## src/rtl/maccu_pkg.sv

```systemverilog
package maccu_pkg;
  localparam int unsigned NACC = 4;
  localparam int unsigned IW   = $clog2(NACC);

  typedef enum logic [2:0] {
    OP_OR, OP_AND, OP_XOR, OP_ADC, OP_SBC, OP_MOV
  } alu_op_e;

  typedef struct packed {
    logic          wr;     // writes dst and N/Z
    logic          arith;  // also writes C/V
    logic          clc;
    logic          sec;
    alu_op_e       op;
    logic [IW-1:0] src;
    logic [IW-1:0] dst;
  } uop_t;
endpackage

```

## src/rtl/maccu_decode.sv

```systemverilog
module maccu_decode
  import maccu_pkg::*;
(
  input  logic [15:0] instr_i,
  output uop_t        uop_o
);
  logic [7:0]    lo;
  logic [3:0]    code;
  logic [IW-1:0] sel;
  logic          legal;
  logic          is_alu, is_xfer;
  logic [3:0]    k;
  logic [IW-1:0] rsrc, rdst, j;

  assign lo    = instr_i[7:0];
  assign code  = instr_i[13:10];
  assign sel   = instr_i[9:8];
  assign legal = (instr_i[15:14] == 2'b00);

  assign is_alu  = legal && (lo[1:0] == 2'b01) && (!lo[7] || lo[7:5] == 3'b111);
  assign is_xfer = legal && (lo[7:6] == 2'b10) && (lo[3:0] == 4'b1011);

  // routing: codes 1..12 enumerate ordered pairs of distinct accumulators
  always_comb begin
    k = code - 4'd1;
    j = 2'(k % 4'd3);
    if (code == 4'd0 || code > 4'd12) begin
      rsrc = sel;
      rdst = sel;
    end else begin
      rsrc = 2'(k / 4'd3);
      rdst = (j >= rsrc) ? j + 2'd1 : j;
    end
  end

  always_comb begin
    uop_o       = '0;
    uop_o.op    = OP_OR;
    uop_o.clc   = legal && (lo == 8'h18);
    uop_o.sec   = legal && (lo == 8'h38);
    if (is_alu) begin
      uop_o.wr  = 1'b1;
      uop_o.src = rsrc;
      uop_o.dst = rdst;
      unique case (lo[7:5])
        3'b000:  uop_o.op = OP_OR;
        3'b001:  uop_o.op = OP_AND;
        3'b010:  uop_o.op = OP_XOR;
        3'b011:  uop_o.op = OP_ADC;
        default: uop_o.op = OP_SBC;
      endcase
      uop_o.arith = (lo[7:5] == 3'b011) || (lo[7:5] == 3'b111);
    end else if (is_xfer) begin
      uop_o.op  = OP_MOV;
      uop_o.src = lo[5:4];
      uop_o.dst = sel;
      uop_o.wr  = (lo[5:4] != sel);
    end
  end
endmodule

```

## src/rtl/maccu_alu.sv

```systemverilog
module maccu_alu
  import maccu_pkg::*;
#(
  parameter int unsigned DW = 16
) (
  input  alu_op_e       op_i,
  input  logic [DW-1:0] a_i,
  input  logic [DW-1:0] b_i,
  input  logic          cin_i,
  output logic [DW-1:0] res_o,
  output logic          cout_o,
  output logic          ovf_o
);
  logic [DW-1:0] bx;
  logic [DW:0]   sum;

  assign bx  = (op_i == OP_SBC) ? ~b_i : b_i;
  assign sum = {1'b0, a_i} + {1'b0, bx} + {{DW{1'b0}}, cin_i};

  always_comb begin
    cout_o = sum[DW];
    ovf_o  = (a_i[DW-1] == bx[DW-1]) && (sum[DW-1] != a_i[DW-1]);
    unique case (op_i)
      OP_OR:   res_o = a_i | b_i;
      OP_AND:  res_o = a_i & b_i;
      OP_XOR:  res_o = a_i ^ b_i;
      OP_MOV:  res_o = a_i;
      default: res_o = sum[DW-1:0];
    endcase
  end
endmodule

```

## src/rtl/maccu_accs.sv

```systemverilog
module maccu_accs
  import maccu_pkg::*;
#(
  parameter int unsigned DW = 16
) (
  input  logic             clk_i,
  input  logic             rst_ni,
  input  logic             we_i,
  input  logic [IW-1:0]    waddr_i,
  input  logic [DW-1:0]    wdata_i,
  output logic [NACC*DW-1:0] acc_o
);
  for (genvar i = 0; i < NACC; i++) begin : g_acc
    logic [DW-1:0] q;
    always_ff @(posedge clk_i or negedge rst_ni) begin
      if (!rst_ni)                          q <= '0;
      else if (we_i && waddr_i == IW'(i))   q <= wdata_i;
    end
    assign acc_o[i*DW +: DW] = q;
  end
endmodule

```

## src/rtl/maccu_exec.sv

```systemverilog
module maccu_exec
  import maccu_pkg::*;
#(
  parameter int unsigned DW = 16
) (
  input  logic               clk_i,
  input  logic               rst_ni,
  input  logic               valid_i,
  input  logic [15:0]        instr_i,
  input  logic [DW-1:0]      operand_i,
  output logic [NACC*DW-1:0] acc_o,
  output logic               carry_o,
  output logic               neg_o,
  output logic               zero_o,
  output logic               ovf_o
);
  uop_t          uop;
  logic [DW-1:0] acc_w [NACC];
  logic [DW-1:0] res;
  logic          cout, vout, we;
  logic          carry_q, neg_q, zero_q, ovf_q;

  maccu_decode u_dec (.instr_i(instr_i), .uop_o(uop));

  for (genvar i = 0; i < NACC; i++) begin : g_unpack
    assign acc_w[i] = acc_o[i*DW +: DW];
  end

  maccu_alu #(.DW(DW)) u_alu (
    .op_i(uop.op), .a_i(acc_w[uop.src]), .b_i(operand_i), .cin_i(carry_q),
    .res_o(res), .cout_o(cout), .ovf_o(vout)
  );

  assign we = valid_i && uop.wr;

  maccu_accs #(.DW(DW)) u_accs (
    .clk_i(clk_i), .rst_ni(rst_ni), .we_i(we), .waddr_i(uop.dst),
    .wdata_i(res), .acc_o(acc_o)
  );

  always_ff @(posedge clk_i or negedge rst_ni) begin
    if (!rst_ni) begin
      carry_q <= 1'b0;
      neg_q   <= 1'b0;
      zero_q  <= 1'b0;
      ovf_q   <= 1'b0;
    end else if (valid_i) begin
      if (uop.wr) begin
        neg_q  <= res[DW-1];
        zero_q <= (res == '0);
        if (uop.arith) begin
          carry_q <= cout;
          ovf_q   <= vout;
        end
      end
      if (uop.clc) carry_q <= 1'b0;
      if (uop.sec) carry_q <= 1'b1;
    end
  end

  assign carry_o = carry_q;
  assign neg_o   = neg_q;
  assign zero_o  = zero_q;
  assign ovf_o   = ovf_q;

  a_r11_idle_hold: assert property (@(posedge clk_i) disable iff (!rst_ni)
    !valid_i |=> $stable(acc_o) && $stable({carry_q, neg_q, zero_q, ovf_q}));

  a_r10_clear_carry: assert property (@(posedge clk_i) disable iff (!rst_ni)
    valid_i && instr_i[15:14] == 2'b00 && instr_i[7:0] == 8'h18 |=> !carry_q);

  a_r10_set_carry: assert property (@(posedge clk_i) disable iff (!rst_ni)
    valid_i && instr_i[15:14] == 2'b00 && instr_i[7:0] == 8'h38 |=> carry_q);

  a_r7_logic_keeps_cv: assert property (@(posedge clk_i) disable iff (!rst_ni)
    valid_i && uop.wr && !uop.arith |=> $stable({carry_q, ovf_q}));

  a_r8_zero_tracks_dst: assert property (@(posedge clk_i) disable iff (!rst_ni)
    we |=> zero_q == (acc_w[$past(uop.dst)] == '0));

  a_r8_neg_tracks_dst: assert property (@(posedge clk_i) disable iff (!rst_ni)
    we |=> neg_q == acc_w[$past(uop.dst)][DW-1]);

  a_r11_src_kept: assert property (@(posedge clk_i) disable iff (!rst_ni)
    we && uop.src != uop.dst |=> acc_w[$past(uop.src)] == $past(acc_w[uop.src]));
endmodule

```

## config.mk

```make
export PLATFORM = sky130hd
export DESIGN_NAME = maccu_exec
export DESIGN_NICKNAME = d
export VERILOG_FILES = /design/src/rtl/maccu_pkg.sv /design/src/rtl/maccu_decode.sv /design/src/rtl/maccu_alu.sv /design/src/rtl/maccu_accs.sv /design/src/rtl/maccu_exec.sv
export SDC_FILE = /design/constraint.sdc
export NUM_CORES = 1
export LEC_CHECK = 0
export BUFFER_PORTS_ARGS = -buffer_cell sky130_fd_sc_hd__buf_4
export CORE_UTILIZATION = 62
export CTS_CLUSTER_SIZE = 30
export DETAILED_ROUTE_END_ITERATION = 16
export PLACE_DENSITY = 0.93
export SLEW_MARGIN = 5
export SYNTH_ARGS = -nofsm -noshare
export SYNTH_HDL_FRONTEND = slang
export SYNTH_SLANG_ARGS = --single-unit
```

## constraint.sdc

```tcl
create_clock -name clk_i -period 7.2 [get_ports clk_i]
set_input_delay 0 -clock clk_i [delete_from_list [all_inputs] [get_ports clk_i]]
set_output_delay 0 -clock clk_i [all_outputs]
set_load 0.03 [all_outputs]
```

Yosys cells after proc, flatten, opt, wreduce, memory -nomap -nowiden
Cells that the tools add are included.
{ "totals": {"reg_bits": 68, "out_inout_bits": 68, "wordCells": 86, "input_bits": 35} }
{ "classes": {"n_eq_ne": 19, "n_reduce_logical": 27, "n_lt_le_gt_ge": 3, "bitwise_logic": 5, "div_mod_pow": 2, "add_sub_neg": 4, "mux": 18} }
{ "ops": {"columns": ["operator", "n"], "rows": [
  ["case mux 16 bit (4 select lines)", 1],
  ["2-to-1 mux 16 bit", 3],
  ["binary-select mux 16 bit (select 2 bit)", 1],
  ["adder 16 x 16 -> 17 bit", 1],
  ["adder 17 x 1 -> 17 bit", 1],
  ["bitwise AND 16 bit", 1],
  ["logical NOT 16 bit", 1],
  ["inverter 16 bit", 1],
  ["OR 16 bit", 1],
  ["XOR 16 bit", 1],
  ["2-to-1 mux 7 bit", 2],
  ["logical AND 1 bit", 12],
  ["case mux 3 bit (4 select lines)", 1],
  ["== test 3 x 2 -> 1 bit (second input constant)", 3],
  ["== test 3 bit (second input constant)", 3],
  ["== test 8 x 5 -> 1 bit (second input constant)", 1],
  ["== test 8 x 6 -> 1 bit (second input constant)", 1],
  ["2-to-1 mux 1 bit", 7],
  ["== test 2 bit (second input constant)", 3],
  ["== test 3 x 1 -> 1 bit (second input constant)", 2],
  ["logical NOT 3 bit", 2],
  ["2-to-1 mux 2 bit", 3],
  ["AND reduction 3 bit", 2],
  ["nonzero test 3 bit", 2],
  ["other kinds (18)", 22]
]} }

Logic depth before layout (Yosys ltp)
{ "depth": {"word_depth": 16, "mapped_depth": 30, "ltp_nobuf": 28} }

Cells and area by module
Synthesis repeated with hierarchy kept, for this count alone.
{ "hier_totals": {"cells_unflattened": 586, "area_unflattened_um2": 6017.0} }
{ "by_module_without_submodules": {"columns": ["mod", "n_inst", "cells_each", "area_each_um2", "seq_area_each_um2"], "rows": [
  ["maccu_accs", 1, 136, 2411.1, 1601.5],
  ["maccu_alu", 1, 314, 2254.7, 0.0],
  ["maccu_decode", 1, 97, 726.9, 0.0],
  ["maccu_exec", 1, 39, 624.3, 100.1]
]} }

Least setup slack after synthesis
Ideal clock, no wire load.
{ "synth_timing": {"path_type": "input to register", "start": "input port instr_i[10]", "end": "register zero_q (netlist: zero_o)", "path_stages": 30, "t_arrival_ns": 5.331, "n_path_buf": 2, "required_ns": 7.108, "slack_ns": 1.777, "cell_sequence": "inv_1 > ha_1 > buf_4 > and2b_1 > a21oi_2 > o21ai_0 > ha_1 > inv_1 > ha_1 > o311ai_4 > xnor2_1 > ha_1 > nor3_1 > a311oi_4 > nor2_4 > buf_6 > mux4_2 > fa_1 > inv_1 > fa_1 > a211oi_1 > o211ai_1 > a311oi_1 > o21ai_0 > xor2_1 > a21oi_1 > o21ai_0 > nor4_1 > nand4_1 > o31ai_2"} }
{ "synth_between": {"elab_chain_cells": 12, "elab_cells_between_ends": 18, "classes_between": "3 x add/sub; 1 x div; 1 x order compare; 6 x mux; 4 x bitwise; 3 x reduce/logical"} }
{ "synth_lines": {"columns": ["item", "line_no", "text"], "rows": [
  ["from (decl)", "maccu_exec.sv:9", "input logic [15:0] instr_i,"],
  ["subtractor 4 x 1 -> 4 bit, or another cell as far along", "maccu_decode.sv:25", "k = code - 4'd1;"],
  ["divider 4 x 2 -> 4 bit or logical OR 1 bit (tied branches)", "maccu_decode.sv:31, maccu_decode.sv:27", null],
  ["2-to-1 mux 2 bit (*)", "maccu_decode.sv:27", "if (code == 4'd0 || code > 4'd12) begin"],
  ["2-to-1 mux 7 bit (*)", "maccu_decode.sv:41", "if (is_alu) begin"],
  ["inverter 2 -> 3 bit (implied by the code) (*)", "maccu_exec.sv:30", ".op_i(uop.op), .a_i(acc_w[uop.src]), .b_i(operand_i), .cin_i(carry_q),"],
  ["binary-select mux 16 bit (select 2 bit) (*)", "maccu_exec.sv:30", null],
  ["2-to-1 mux 16 bit (implied by the code) (*) (2 in a row)", "maccu_exec.sv:30", null],
  ["adder 16 x 16 -> 17 bit", "maccu_alu.sv:18", "assign sum = {1'b0, a_i} + {1'b0, bx} + {{DW{1'b0}}, cin_i};"],
  ["adder 17 x 1 -> 17 bit", "maccu_alu.sv:18", null],
  ["case mux 16 bit (4 select lines) (*)", "maccu_alu.sv:23", "unique case (op_i)"],
  ["logical NOT 16 bit (*)", "maccu_exec.sv:50", "zero_q <= (res == '0);"],
  ["to (signal assigned)", "maccu_exec.sv:50", null],
  ["to (decl)", "maccu_exec.sv:21", "logic carry_q, neg_q, zero_q, ovf_q;"]
]} }
Mark *: on every way between the ends. The rest lies on a longest branch, timed or not. The select of a mux whose other input is x is not followed.
A chain may end at the register's enable or synchronous reset.

Worst setup path after layout
Ends and elaborated chain as after synthesis.

==> qor.yml <==
status: "finished clean"
p_leak_uw: 0.003419
use_met1: 0.4648
fillers: 574
vias: 5678
hold_viol: 0
hold-path-cell-count: 4
ir_worst_vdd_v: 0.0002312
ys_warn_count: 0
antenna_cells: 0
crit_type: "primary input to flop"
synth_cells: 656
cts_setup_buffers: 0
fin_cells: 884
numPlacedInstances: 866
synth_edf_count: 0
synth_seq_cells: 68
multi_input_area_um2: 3696
clock-sinks: 68
dp_hpwl_mm: 12.43
switchingPower_uw: 680.3
grt_use_met2: 0.6175
dieArea_um2: 9911
antenna_found_initial: 0
post_drt_wl_per_cell_um: 20.36
nNetsFinal: 843
clock_path_buffers: 2
core_um2: 9240
avgSynthCellArea_um2: 8.995
worstSkewPairLatency_ns: 0.34
ios: 103
worst_setup_path_start_kind: "primary input"
routed_wl_mm: 18.00
die_height_um: 99.56
critPathMaxFanout: 16
ys_top_cells_by_area: "dfrtp_1 (29%), ha_1 (12%), mux2_2 (6.5%)"
drt_pass1_iterations: 6
combPwrFrac: 0.494
synthArstFlopShare: 1.000
num_rows: 35
via_per_inst: 6.423
cts_root_buf: "clkbuf_8"
grt_pass1_vias: 5686
critPathArrivalTime_ns: 6.69
path_clk_slew_ns: 0.08
power_density_nw_per_um2: 231.7
area_growth_pct: 17.68
yosysTopAreaCell: "dfrtp_1"
grt_pass1_wl_mm: 28.57
grt_busiest_layer: "met2"
cap_violations: 0
gp_congestion: 1.003
switching_share: 0.4227
synth.most_common_cell: "inv_1"
ff_latch_area_um2: 1702
ys_types: 71
die_x_um: 99.56
synth_flop_cell: "dfrtp_1"
worstMarginPinSlew_ns: 1.331
min_period_ns: 6.437
clock_skew_ns: 0.007985
io_buffers: 102
crit_path_end_kind: "flop"
overflow: 0
synth_top_area_frac: 0.2884
synth_area_um2: 5901
tritoncts.num_buffers: 9
fin_crit_sh: 0.8940
timing.setup.tns_ns: 0
ys_seq_area_frac: 0.2884
initial_core_util: 0.6386
final-setup-viol-count: 0
ant_nets: 0
synth_common_cells: "inv_1 (93), dfrtp_1 (68), ha_1 (56), o21ai_0 (56), nand2_1 (55)"
rsz0062_at_grt: "false"
drt_iter0_drc: 474
p_clk_frac: 0.218
grt_max_degree: 69
drc: 0
r2r_slack_ns: 3.01
cts_tree: "done"
drive_gt1_frac: 0.2530
cp.required_ns: 7.45
htree_levels: 3
met3_usage: 0.06325
holdCritPathClass: "primary input to flop"
seqPwrFrac: 0.287
fmax_ghz: 0.1553
syn-num-nets: 749
maxSlewHeadroom: 0.1107
worstRegToRegCells: 14
drv_slew: 0
gr-usage-all-layers: 0.3720
cell_internal_pwr_uw: 928.9
critical path, cell delays in order:
cell and delay, ns:
buf_4 0.12, inv_1 0.07, ha_1 0.30, and2b_1 0.21
a21oi_2 0.23, o21ai_0 0.13, ha_1 0.19, inv_1 0.05
ha_1 0.21, o311ai_4 0.18, xnor2_1 0.20, ha_1 0.22
nor3_1 0.44, a311oi_4 0.13, nor2_4 0.52, mux4_1 0.44
inv_1 0.18, ha_1 0.25, nor2b_1 0.15, o2111a_1 0.27
or3_1 0.37, a31oi_1 0.24, xor2_1 0.16, o21ai_0 0.14
a31oi_1 0.51, nor3b_1 0.37, nand4_1 0.18, o31ai_2 0.23
state kept, by name, summed over array words and instances (netlist names):
name and cells:
carry_o 1, neg_o 1, ovf_o 1, u_accs.g_acc.q 64
zero_o 1
cells in the final DEF, fill, tap and decap left out, drive strengths merged, types with 4 or more instances in the layout:
master / netlist / final
a211oi: 5 / 5
a21o: 6 / 6
a21oi: 43 / 43
a22oi: 7 / 7
and2: 5 / 5
buf: 13 / 106
clkbuf: 12 / 10
dfrtp: 68 / 68
ha: 56 / 56
inv: 94 / 94
mux2: 36 / 36
mux2i: 6 / 6
mux4: 12 / 12
nand2: 58 / 58
nand3: 12 / 12
nor2: 37 / 37
nor2b: 20 / 20
nor3: 7 / 7
o21a: 7 / 7
o21ai: 59 / 59
o32ai: 6 / 6
xnor2: 31 / 31
xor2: 4 / 4
area by class of cell:
type / count / share of cell area
tap: 129 / 0.02324
clock buffer: 10 / 0.01838
multi-input combinational: 469 / 0.5323
sequential: 68 / 0.2450
inverter: 94 / 0.05081
timing repair buffer: 108 / 0.1175
clock inverter: 6 / 0.01279
kinds of logic after synthesis:
| kind of cell | share of synthesized area |
|---|---|
| AND/OR/NAND/NOR | 0.1349 |
| AO/OA/AOI/OAI | 0.1830 |
| buffers and inverters | 0.08524 |
| flip-flops | 0.2884 |
| adder cells (fa/ha/maj) | 0.1255 |
| multiplexers | 0.1310 |
| XOR/XNOR | 0.05195 |
stage by stage:
stage	setup slack, ns	utilization	hold WS (ns)	total power [uW]	instance area (um^2)
2_1_floorplan	1.777	-	-0.2956	992.9	5901
4_1_cts	0.9383	0.7515	0.09929	1586	6944
6_report	0.7629	0.7515	0.09859	1609	6944
3_3_place_gp	1.089	0.7259	0.1426	1181	6708
5_1_grt	0.2780	0.7515	0.1455	1681	6944
3_5_place_dp	0.6257	0.7259	0.1454	1228	6708
per-layer routing:
metal | up-vias | part of all wire
met4 | 0 | 0.043
met5 | - | 0
li1 | 2451 | -
met1 | 2699 | 0.37
met2 | 433 | 0.48
met3 | 95 | 0.10
repair_timing:
item / in CTS / in global routing
resized for setup: 0 / 0
hold buffers: 2 / 0
endpoints found under the hold margin: 70 / 0
setup endpoints to repair: 0 / 0
final timing paths:
check	endpoint	startpoint
max in group asynchronous	u_accs.g_acc[1].q[4]	rst_ni
max reg2reg	zero_o	u_accs.g_acc[0].q[1]
max	zero_o	instr_i[10]
min	carry_o	instr_i[1]
min reg2reg	zero_o	zero_o
min in group asynchronous	u_accs.g_acc[2].q[7]	rst_ni
power groups by stage:
stage	Sequential [uW]	Clock (uW)	Combinational (uW)
finish	462	351	796
global route	463	362	857
CTS	459	351	776
detailed placement	464	0	764
global placement	461	0	721
floorplan	531	0	462
Power figures use the tool's default switching activity.
